--- config.mk ---
export PLATFORM = sky130hd
export DESIGN_NAME = win_wdog
export DESIGN_NICKNAME = d
export VERILOG_FILES = /design/src/rtl/win_wdog_pkg.sv /design/src/rtl/win_wdog_regs.sv /design/src/rtl/win_wdog_keyseq.sv /design/src/rtl/win_wdog_count.sv /design/src/rtl/win_wdog.sv
export SDC_FILE = /design/constraint.sdc
export NUM_CORES = 1
export LEC_CHECK = 0
export ABC_AREA = 1
export BUFFER_PORTS_ARGS = -buffer_cell sky130_fd_sc_hd__buf_2
export CAP_MARGIN = 25
export CORE_MARGIN = 1.5
export CORE_UTILIZATION = 55
export CTS_BUF_LIST = sky130_fd_sc_hd__clkbuf_4 sky130_fd_sc_hd__clkbuf_8
export DETAILED_ROUTE_END_ITERATION = 16
export PLACE_DENSITY = 0.76
export SLEW_MARGIN = 20
export SYNTH_ARGS = -nofsm -noshare
export SYNTH_HDL_FRONTEND = slang
export SYNTH_SLANG_ARGS = --single-unit
--- constraint.sdc ---
create_clock -name clk -period 6.5 [get_ports clk]
set_clock_uncertainty 0.2 [all_clocks]
set_input_delay 0.975 -clock clk [delete_from_list [all_inputs] [get_ports clk]]
set_output_delay 0.975 -clock clk [all_outputs]
set_load 0.01 [all_outputs]
--- src/rtl/win_wdog_pkg.sv ---
package win_wdog_pkg;

  // Register byte offsets (software decodes these)
  localparam logic [7:0] OFS_CTRL  = 8'h90;
  localparam logic [7:0] OFS_LOAD  = 8'h94;
  localparam logic [7:0] OFS_STAT  = 8'h98;
  localparam logic [7:0] OFS_KEY   = 8'h9C;
  localparam logic [7:0] OFS_COUNT = 8'hA0;
  localparam logic [7:0] OFS_REACT = 8'hA4;
  localparam logic [7:0] OFS_WIN   = 8'hA8;

  // Magic words
  localparam logic [31:0] START_WORD = 32'hA985_59DA;
  localparam logic [31:0] KEY_FIRST  = 32'h0000_E51A;
  localparam logic [31:0] KEY_SECOND = 32'h0000_A35C;

  // Reaction and window codes
  localparam logic [31:0] REACT_NMI    = 32'h0000_000A;
  localparam logic [31:0] REACT_RESET  = 32'h0000_0005;
  localparam logic [31:0] WIN_FULL     = 32'h0000_0005;
  localparam logic [31:0] WIN_HALF     = 32'h0000_0050;
  localparam logic [31:0] WIN_QUARTER  = 32'h0000_0500;
  localparam logic [31:0] WIN_EIGHTH   = 32'h0000_5000;

  // Number of window fractions: 1, 1/2, 1/4, 1/8
  localparam int WIN_STEPS = 4;

  typedef enum logic {
    KS_IDLE,
    KS_ARMED
  } keyseq_state_t;

endpackage

--- src/rtl/win_wdog_regs.sv ---
module win_wdog_regs
  import win_wdog_pkg::*;
#(
  parameter int ADDR_W    = 8,
  parameter int DATA_W    = 32,
  parameter int PRELOAD_W = 12,
  parameter int CNT_W     = 25
) (
  input  logic                 clk,
  input  logic                 rst_n,
  input  logic                 bus_we,
  input  logic                 bus_re,
  input  logic [ADDR_W-1:0]    bus_addr,
  input  logic [DATA_W-1:0]    bus_wdata,
  output logic [DATA_W-1:0]    bus_rdata,
  input  logic [CNT_W-1:0]     cnt,
  input  logic                 viol_pulse,
  output logic                 enabled,
  output logic                 start_pulse,
  output logic                 key_wr,
  output logic [PRELOAD_W-1:0] preload,
  output logic [DATA_W-1:0]    win_code,
  output logic                 react_nmi,
  output logic                 viol_flag
);

  localparam logic [PRELOAD_W-1:0] PRELOAD_RST = '1;

  logic            sel_ctrl, sel_load, sel_stat, sel_key;
  logic            sel_count, sel_react, sel_win;
  logic [DATA_W-1:0] react_q;

  assign sel_ctrl  = (bus_addr == ADDR_W'(OFS_CTRL));
  assign sel_load  = (bus_addr == ADDR_W'(OFS_LOAD));
  assign sel_stat  = (bus_addr == ADDR_W'(OFS_STAT));
  assign sel_key   = (bus_addr == ADDR_W'(OFS_KEY));
  assign sel_count = (bus_addr == ADDR_W'(OFS_COUNT));
  assign sel_react = (bus_addr == ADDR_W'(OFS_REACT));
  assign sel_win   = (bus_addr == ADDR_W'(OFS_WIN));

  assign start_pulse = bus_we && sel_ctrl && !enabled &&
                       (bus_wdata == DATA_W'(START_WORD));
  assign key_wr      = bus_we && sel_key;
  assign react_nmi   = (react_q == DATA_W'(REACT_NMI));

  // Run state: set once by the unlock word, cleared only by reset
  always_ff @(posedge clk or negedge rst_n) begin
    if (!rst_n) begin
      enabled <= 1'b0;
    end else if (start_pulse) begin
      enabled <= 1'b1;
    end
  end

  // Configuration registers
  always_ff @(posedge clk or negedge rst_n) begin
    if (!rst_n) begin
      preload  <= PRELOAD_RST;
      win_code <= DATA_W'(WIN_FULL);
      react_q  <= DATA_W'(REACT_RESET);
    end else if (bus_we) begin
      if (sel_load)  preload  <= bus_wdata[PRELOAD_W-1:0];
      if (sel_win)   win_code <= bus_wdata;
      if (sel_react) react_q  <= bus_wdata;
    end
  end

  // Sticky fault flag, write-one-to-clear, set wins
  always_ff @(posedge clk or negedge rst_n) begin
    if (!rst_n) begin
      viol_flag <= 1'b0;
    end else if (viol_pulse) begin
      viol_flag <= 1'b1;
    end else if (bus_we && sel_stat && bus_wdata[1]) begin
      viol_flag <= 1'b0;
    end
  end

  // Read mux
  always_comb begin
    bus_rdata = '0;
    if (bus_re) begin
      if (sel_ctrl)       bus_rdata = DATA_W'(enabled);
      else if (sel_load)  bus_rdata = DATA_W'(preload);
      else if (sel_stat)  bus_rdata = DATA_W'({viol_flag, 1'b0});
      else if (sel_count) bus_rdata = DATA_W'(cnt);
      else if (sel_react) bus_rdata = react_q;
      else if (sel_win)   bus_rdata = win_code;
      else                bus_rdata = '0;
    end
  end

endmodule

--- src/rtl/win_wdog_keyseq.sv ---
module win_wdog_keyseq
  import win_wdog_pkg::*;
#(
  parameter int DATA_W = 32
) (
  input  logic              clk,
  input  logic              rst_n,
  input  logic              enabled,
  input  logic              key_wr,
  input  logic [DATA_W-1:0] key_data,
  output logic              svc_done
);

  keyseq_state_t state_q, state_d;
  logic          is_first, is_second;

  assign is_first  = (key_data == DATA_W'(KEY_FIRST));
  assign is_second = (key_data == DATA_W'(KEY_SECOND));

  always_comb begin
    state_d  = state_q;
    svc_done = 1'b0;
    if (!enabled) begin
      state_d = KS_IDLE;
    end else if (key_wr) begin
      unique case (state_q)
        KS_IDLE: begin
          state_d = is_first ? KS_ARMED : KS_IDLE;
        end
        KS_ARMED: begin
          if (is_second) begin
            svc_done = 1'b1;
            state_d  = KS_IDLE;
          end else if (is_first) begin
            state_d = KS_ARMED;
          end else begin
            state_d = KS_IDLE;
          end
        end
        default: state_d = KS_IDLE;
      endcase
    end
  end

  always_ff @(posedge clk or negedge rst_n) begin
    if (!rst_n) begin
      state_q <= KS_IDLE;
    end else begin
      state_q <= state_d;
    end
  end

endmodule

--- src/rtl/win_wdog_count.sv ---
module win_wdog_count
  import win_wdog_pkg::*;
#(
  parameter int DATA_W        = 32,
  parameter int PRELOAD_W     = 12,
  parameter int PRELOAD_SHIFT = 13,
  parameter int CNT_W         = PRELOAD_W + PRELOAD_SHIFT
) (
  input  logic                 clk,
  input  logic                 rst_n,
  input  logic                 tick,
  input  logic                 enabled,
  input  logic                 start_pulse,
  input  logic                 svc_done,
  input  logic [PRELOAD_W-1:0] preload,
  input  logic [DATA_W-1:0]    win_code,
  output logic [CNT_W-1:0]     cnt,
  output logic                 win_open,
  output logic                 viol_pulse
);

  localparam int SEL_W = $clog2(WIN_STEPS);

  logic [CNT_W-1:0] reload_q;
  logic [CNT_W-1:0] fresh;
  logic [CNT_W-1:0] thr [WIN_STEPS];
  logic [SEL_W-1:0] win_sel;
  logic             expire;

  assign fresh = {preload, {PRELOAD_SHIFT{1'b0}}};

  // One threshold per window fraction: start value >> step
  for (genvar g = 0; g < WIN_STEPS; g++) begin : g_thr
    assign thr[g] = reload_q >> g;
  end

  always_comb begin
    if (win_code == DATA_W'(WIN_HALF))         win_sel = SEL_W'(1);
    else if (win_code == DATA_W'(WIN_QUARTER)) win_sel = SEL_W'(2);
    else if (win_code == DATA_W'(WIN_EIGHTH))  win_sel = SEL_W'(3);
    else                                       win_sel = SEL_W'(0);
  end

  assign win_open   = (cnt <= thr[win_sel]);
  assign expire     = enabled && tick && (cnt == '0) && !svc_done;
  assign viol_pulse = expire || (svc_done && !win_open);

  always_ff @(posedge clk or negedge rst_n) begin
    if (!rst_n) begin
      cnt      <= '0;
      reload_q <= '0;
    end else if (start_pulse || svc_done) begin
      cnt      <= fresh;
      reload_q <= fresh;
    end else if (enabled && tick) begin
      if (cnt == '0) cnt <= reload_q;
      else           cnt <= cnt - CNT_W'(1);
    end
  end

endmodule

--- src/rtl/win_wdog.sv ---
module win_wdog
  import win_wdog_pkg::*;
#(
  parameter int ADDR_W        = 8,
  parameter int DATA_W        = 32,
  parameter int PRELOAD_W     = 12,
  parameter int PRELOAD_SHIFT = 13
) (
  input  logic              clk,
  input  logic              rst_n,
  input  logic              tick,
  input  logic              bus_we,
  input  logic              bus_re,
  input  logic [ADDR_W-1:0] bus_addr,
  input  logic [DATA_W-1:0] bus_wdata,
  output logic [DATA_W-1:0] bus_rdata,
  output logic              rst_req,
  output logic              nmi_req
);

  localparam int CNT_W = PRELOAD_W + PRELOAD_SHIFT;

  logic                 enabled, start_pulse, key_wr, svc_done;
  logic                 react_nmi, viol_flag, viol_pulse, win_open;
  logic [PRELOAD_W-1:0] preload;
  logic [DATA_W-1:0]    win_code;
  logic [CNT_W-1:0]     cnt;

  win_wdog_regs #(
    .ADDR_W(ADDR_W), .DATA_W(DATA_W), .PRELOAD_W(PRELOAD_W), .CNT_W(CNT_W)
  ) u_regs (
    .clk(clk), .rst_n(rst_n),
    .bus_we(bus_we), .bus_re(bus_re), .bus_addr(bus_addr),
    .bus_wdata(bus_wdata), .bus_rdata(bus_rdata),
    .cnt(cnt), .viol_pulse(viol_pulse),
    .enabled(enabled), .start_pulse(start_pulse), .key_wr(key_wr),
    .preload(preload), .win_code(win_code), .react_nmi(react_nmi),
    .viol_flag(viol_flag)
  );

  win_wdog_keyseq #(.DATA_W(DATA_W)) u_keyseq (
    .clk(clk), .rst_n(rst_n), .enabled(enabled),
    .key_wr(key_wr), .key_data(bus_wdata), .svc_done(svc_done)
  );

  win_wdog_count #(
    .DATA_W(DATA_W), .PRELOAD_W(PRELOAD_W),
    .PRELOAD_SHIFT(PRELOAD_SHIFT), .CNT_W(CNT_W)
  ) u_count (
    .clk(clk), .rst_n(rst_n), .tick(tick), .enabled(enabled),
    .start_pulse(start_pulse), .svc_done(svc_done), .preload(preload),
    .win_code(win_code), .cnt(cnt), .win_open(win_open),
    .viol_pulse(viol_pulse)
  );

  assign nmi_req = viol_flag && react_nmi;
  assign rst_req = viol_flag && !react_nmi;

endmodule

After elaboration in Yosys (flattened, before gate mapping)
Cells that the tools add are included.
- flip-flop bits (word level): 116
- output and inout bits: 34
- word-level logic and storage cells: 79
- add/sub/neg operators: 1
- order comparisons: 2
- equal/unequal tests: 15
- multiplexer cells: 27
- bitwise logic cells: 2
- reductions and logical operators: 24
- operator list (kind ; number):
    32-bit two-way mux ; 7
    25-bit two-way mux ; 5
    32-bit by 16-bit equality test with 1-bit output (second input constant) ; 2
    8-bit equality test (second input constant) ; 7
    25-bit binary-select mux with 2-bit select ; 1
    32-bit by 11-bit equality test with 1-bit output (second input constant) ; 1
    32-bit by 15-bit equality test with 1-bit output (second input constant) ; 1
    32-bit equality test (second input constant) ; 1
    32-bit by 4-bit equality test with 1-bit output (second input constant) ; 1
    32-bit by 7-bit equality test with 1-bit output (second input constant) ; 1
    25-bit less-or-equal comparator ; 1
    25-bit logical NOT ; 1
    25-bit by 1-bit subtractor with 25-bit output (second input constant) ; 1
    1-bit logical AND ; 12
    1-bit two-way mux ; 10
    2-bit two-way mux ; 3
    2-bit AND reduction ; 3
    1-bit logical NOT ; 4
    2-bit nonzero test ; 2
    3-bit >= comparator (second input constant) ; 1
    2-bit NOT with 3-bit output ; 1
    1-bit logical OR ; 2
    2-bit inequality test (second input constant) ; 1
    1-bit one-hot mux with 2 select lines ; 1
    1-bit NOT ; 1

Depth between registers and ports, before layout
- depth after elaboration: 13
- gate-level depth with buffers: 20
- mapped depth without buffers: 19

By module
Synthesis repeated with hierarchy kept, for this count alone.
- cell total of the unflattened synthesis: 1179
- area total of the unflattened synthesis: 8027.7 µm²
- modules (own cells, without submodules) (module ; instances ; cells each ; area each (µm²) ; seq. area each (µm²)):
    win_wdog_regs ; 1 ; 564 ; 4325.4 ; 1971.9
    win_wdog_count ; 1 ; 546 ; 3403.3 ; 925.9
    win_wdog_keyseq ; 1 ; 65 ; 281.5 ; 25.0
    win_wdog ; 1 ; 4 ; 17.5 ; 0.0

Least setup slack after synthesis
No wires, ideal clock.
- path type: in2out
- from: in bus_addr[6]
- to: out bus_rdata[15]
- data arrival time: 2.147 ns
- data required time: 5.325 ns
- path slack: 3.178 ns
- stages on the path: 8
- path through: inv_1 nand2_2 nor3_4 nand3_1 inv_2 buf_2 a21oi_1 a21oi_1
- cells in the longest elaborated chain, start to end: 8
- elaborated cells between the ends (all ways): 13
- those cells by class: eq/ne (6); mux (7)
- ends and longest elaborated chain (element ; RTL line ; RTL):
    start, declared ; win_wdog.sv:14 ; input logic [ADDR_W-1:0] bus_addr,
    8-bit equality test ; win_wdog_regs.sv:39 ; assign sel_win = (bus_addr == ADDR_W'(OFS_WIN));
    32-bit two-way mux ; win_wdog_regs.sv:88 ; else if (sel_win) bus_rdata = win_code;
    32-bit two-way mux ; win_wdog_regs.sv:87 ; else if (sel_react) bus_rdata = react_q;
    32-bit two-way mux ; win_wdog_regs.sv:86 ; else if (sel_count) bus_rdata = DATA_W'(cnt);
    32-bit two-way mux ; win_wdog_regs.sv:85 ; else if (sel_stat) bus_rdata = DATA_W'({viol_flag, 1'b0});
    32-bit two-way mux ; win_wdog_regs.sv:84 ; else if (sel_load) bus_rdata = DATA_W'(preload);
    32-bit two-way mux * ; win_wdog_regs.sv:83 ; if (sel_ctrl) bus_rdata = DATA_W'(enabled);
    32-bit two-way mux * ; win_wdog_regs.sv:82 ; if (bus_re) begin
    end, declared ; win_wdog.sv:16 ; output logic [DATA_W-1:0] bus_rdata,
Mark *: on every way between the ends. The rest lies on a longest branch, timed or not.

Worst setup path after layout
- from: in bus_addr[0]
- to: out bus_rdata[4]
The elaborated chain is that of the path after synthesis.

==> flow_summary.ini <==
[power_and_ir_drop]
power_mw = 2.35
p_switching_uw = 903
power_frac_comb_pct = 27.7
p_per_area_mw_per_mm2 = 270
swShare_pct = 38.4
pwr-share-clk_pct = 32.2
seq_power_share_pct = 40.1
p_leak_nw = 4.27
ir_drop_mv = 0.150
internal_power_mw = 1.45

[yosys]
synth-compound-area-share_pct = 13.7
synth_area_mm2 = 0.00777
synth-main-ff-cell = dfrtp_1
synth_top_area_cell = dfrtp_1
synth.most_common_cell = nand2_1
yosysSeqAreaShare_pct = 37.6
synth_common_cells = nand2_1, nor2_1, o21ai_0
synth-simple-area-share_pct = 35.6
syn_area_per_cell_um2 = 6.83
synth_top_family_by_area = simple AND/OR/NAND/NOR gates
yosys-top-cells-area = dfrtp_1, nand2_1, o21ai_0, nor2_1, nand3_1
synthCells = 1138
syn-num-nets = 1199
synth-adder-area-share_pct = 2.58
synth_top_area_share_pct = 32.2
yosys-mux-area-fraction_pct = 0
synth_edf_count = 0
yosysUniqueCellTypes = 41
yosysWarnings = 0
ys_ff_latch = 116
ys_async_sr_fraction_pct = 100
synthXorXnorAreaFrac_pct = 1.80

[die]
die_h_um = 122
start_util_pct = 56.2
rows = 43
core_region_area_mm2 = 0.0138
die_width_um = 122
top_level_ports = 79
die_area_mm2 = 0.0148

[placement]
dpl_cell_area_mm2 = 0.00821
gp_congestion = 0.948
dp_hpwl_um = 18700
port_buffers = 78
place_ws_ps = 2270
placed_cells = 1360

[clocking]
cts_hold_buf = 0
cts_tree = done
ctsLongestPathBuffers = 2
postCtsSetupBuffers = 0
clockRootBuffer = clkbuf_8
clk_pin_slew_ps = 70
cts_max_level = 4
cts_resized = 0
clock_latency_ps = 460
clock-sinks = 116
cts_buffers = 17

[setup_path]
worst-setup-path-type = primary input to primary output
path_cells = buf_2, inv_1, nand2_1, nor2_2, nand2_1, buf_4, nor2_2, inv_1, nand2_1, a21oi_1, nand2_1, a21oi_1, buf_2
crit_buf_inv = 5
r2r_slack_ps = 2720
cpPeakStageDelay_ps = 470
crit_family = simple AND/OR/NAND/NOR gates
crit_top_cell = nand2_1
critPathRequiredTime_ps = 5320
end_kind = primary output
cp_data_arrival_time_ps = 3100
crit_path_start_kind = primary input
cp_max_fo = 33
slowest_stage = nor2_2

[run_status]
status = completed

[route]
drt_wl_total_um = 25400
drtIter0Drc = 1126
drcViolationCount = 0
antenna_left = 0
routed_via_density = 5.87
dr.pass1.iters = 8
post_drt_wl_per_cell_um = 18.2
vias = 8190

[global_routing]
antenna_found_initial = 1
grtUsageTotal_pct = 35.3
grt_pass1_vias = 7458
grt_start_max_net_pins = 69
grt_pass1_wl_um = 39500
grt_overflow = 0

[sta]
finalCriticalPeriod_ps = 4280
setup_tns_ps = 0
hold_violations = 0
fmax_mhz = 234
finalMaxSlewViolations = 0
slew_headroom_pct = 40.3
setup_viol = 0
min_period_over_period_pct = 65.8
grt_setup_unrepaired = no
fin_ws_ps = 2220
worst_slew_pin_slew_ps = 895
whs_ps = 292

[layout]
utilization_pct = 62.9
fin_nets = 1262
drive_gt1_share_pct = 13.8
synthToLayoutAreaGrowth_pct = 12.0
fin_area_mm2 = 0.00870
stdcell_count = 1395

[hold_path]
hold_class = flip-flop to flip-flop

[flow_run]
cap_violations = 0
[registers in the layout (all words and copies together) (netlist names)]
register and count:
u_regs.react_q 32, u_keyseq.state_q 1, u_regs.win_code 32, u_count.cnt 25, u_regs.enabled 1, u_count.reload_q 12
u_regs.preload 12, u_regs.viol_flag 1
[worst reg2reg max path, cell delays in order, from the launching register on]
cell and delay (ps):
dfrtp_1 430, nor2_1 170, nand3_1 100, nor3_2 280, nand2_2 120, nand2_1 90
nand2_1 390, nand2_1 170, o21ai_0 140, nand2_1 100, nand2_1 50, ha_1 290
nand2_1 50, inv_1 60, nand3_1 130, or2_2 300, o21ai_0 390, nand4_1 150
nand3_1 100
[cell type report]
cell class | count | area, um2
sequential | 116 | 2920
clock inverter | 15 | 203
inverter | 122 | 460
fill | 1312 | 5120
antenna | 1 | 2.50
multi-input combinational | 859 | 4170
clock buffer | 17 | 234
timing repair buffer | 85 | 485
tap | 180 | 225
[cell usage in the layout, fill, tap and decap left out, types with 6 or more instances in the layout]
cell      instances
dfstp_2          16
nor2_1          131
a21oi_1          61
nand2_2          11
nor3_1           17
clkbuf_8         17
xor2_1           15
nand2_1         301
nand4_1          42
ha_1             16
o211ai_1          8
nand3_1          96
inv_1           116
dfrtp_1         100
o21ai_1          11
buf_4             6
o21ai_0         121
buf_2            77
[final timing paths]
kind,from,end,depth (start not counted)
worst max-delay path,bus_addr[0],bus_rdata[4],13
worst min-delay path,u_regs.react_q[7],u_regs.react_q[7],2
worst max register to register,u_regs.win_code[3],u_regs.viol_flag,18
worst min register to register,u_regs.react_q[7],u_regs.react_q[7],2
max in group asynchronous,rst_n,u_count.cnt[13],2
min in group asynchronous,rst_n,u_regs.react_q[20],1
[logic make-up (layout without fill, tap and decap cells)]
kind of cell / after synthesis / in the layout
AOI/OAI and AO/OA: 206 / 206
and+or+nand+nor: 621 / 621
other: 0 / 1
xor gates and xnor gates: 16 / 16
adders and majority gates: 16 / 16
buffers and inverters: 163 / 239
DFF: 116 / 116
[power groups by stage]
stage	clock [mW]	sequential (mW)	combinational [mW]
3_5_place_dp	0	0.948	0.637
6_report	0.757	0.941	0.652
3_3_place_gp	0	0.949	0.627
4_1_cts	0.761	0.936	0.643
5_1_grt	0.790	0.950	0.746
2_1_floorplan	0	0.895	0.465
[metal layers]
metal | share of wire, % | GRT usage, % | vias up
met2 | 45 | 54.3 | 504
met5 | 0 | 0 | -
li1 | - | - | 3868
met1 | 42 | 48.9 | 3742
met3 | 10 | 7.58 | 76
met4 | 3.6 | 13.5 | 0
No activity file was read; power rests on OpenSTA's default activity.
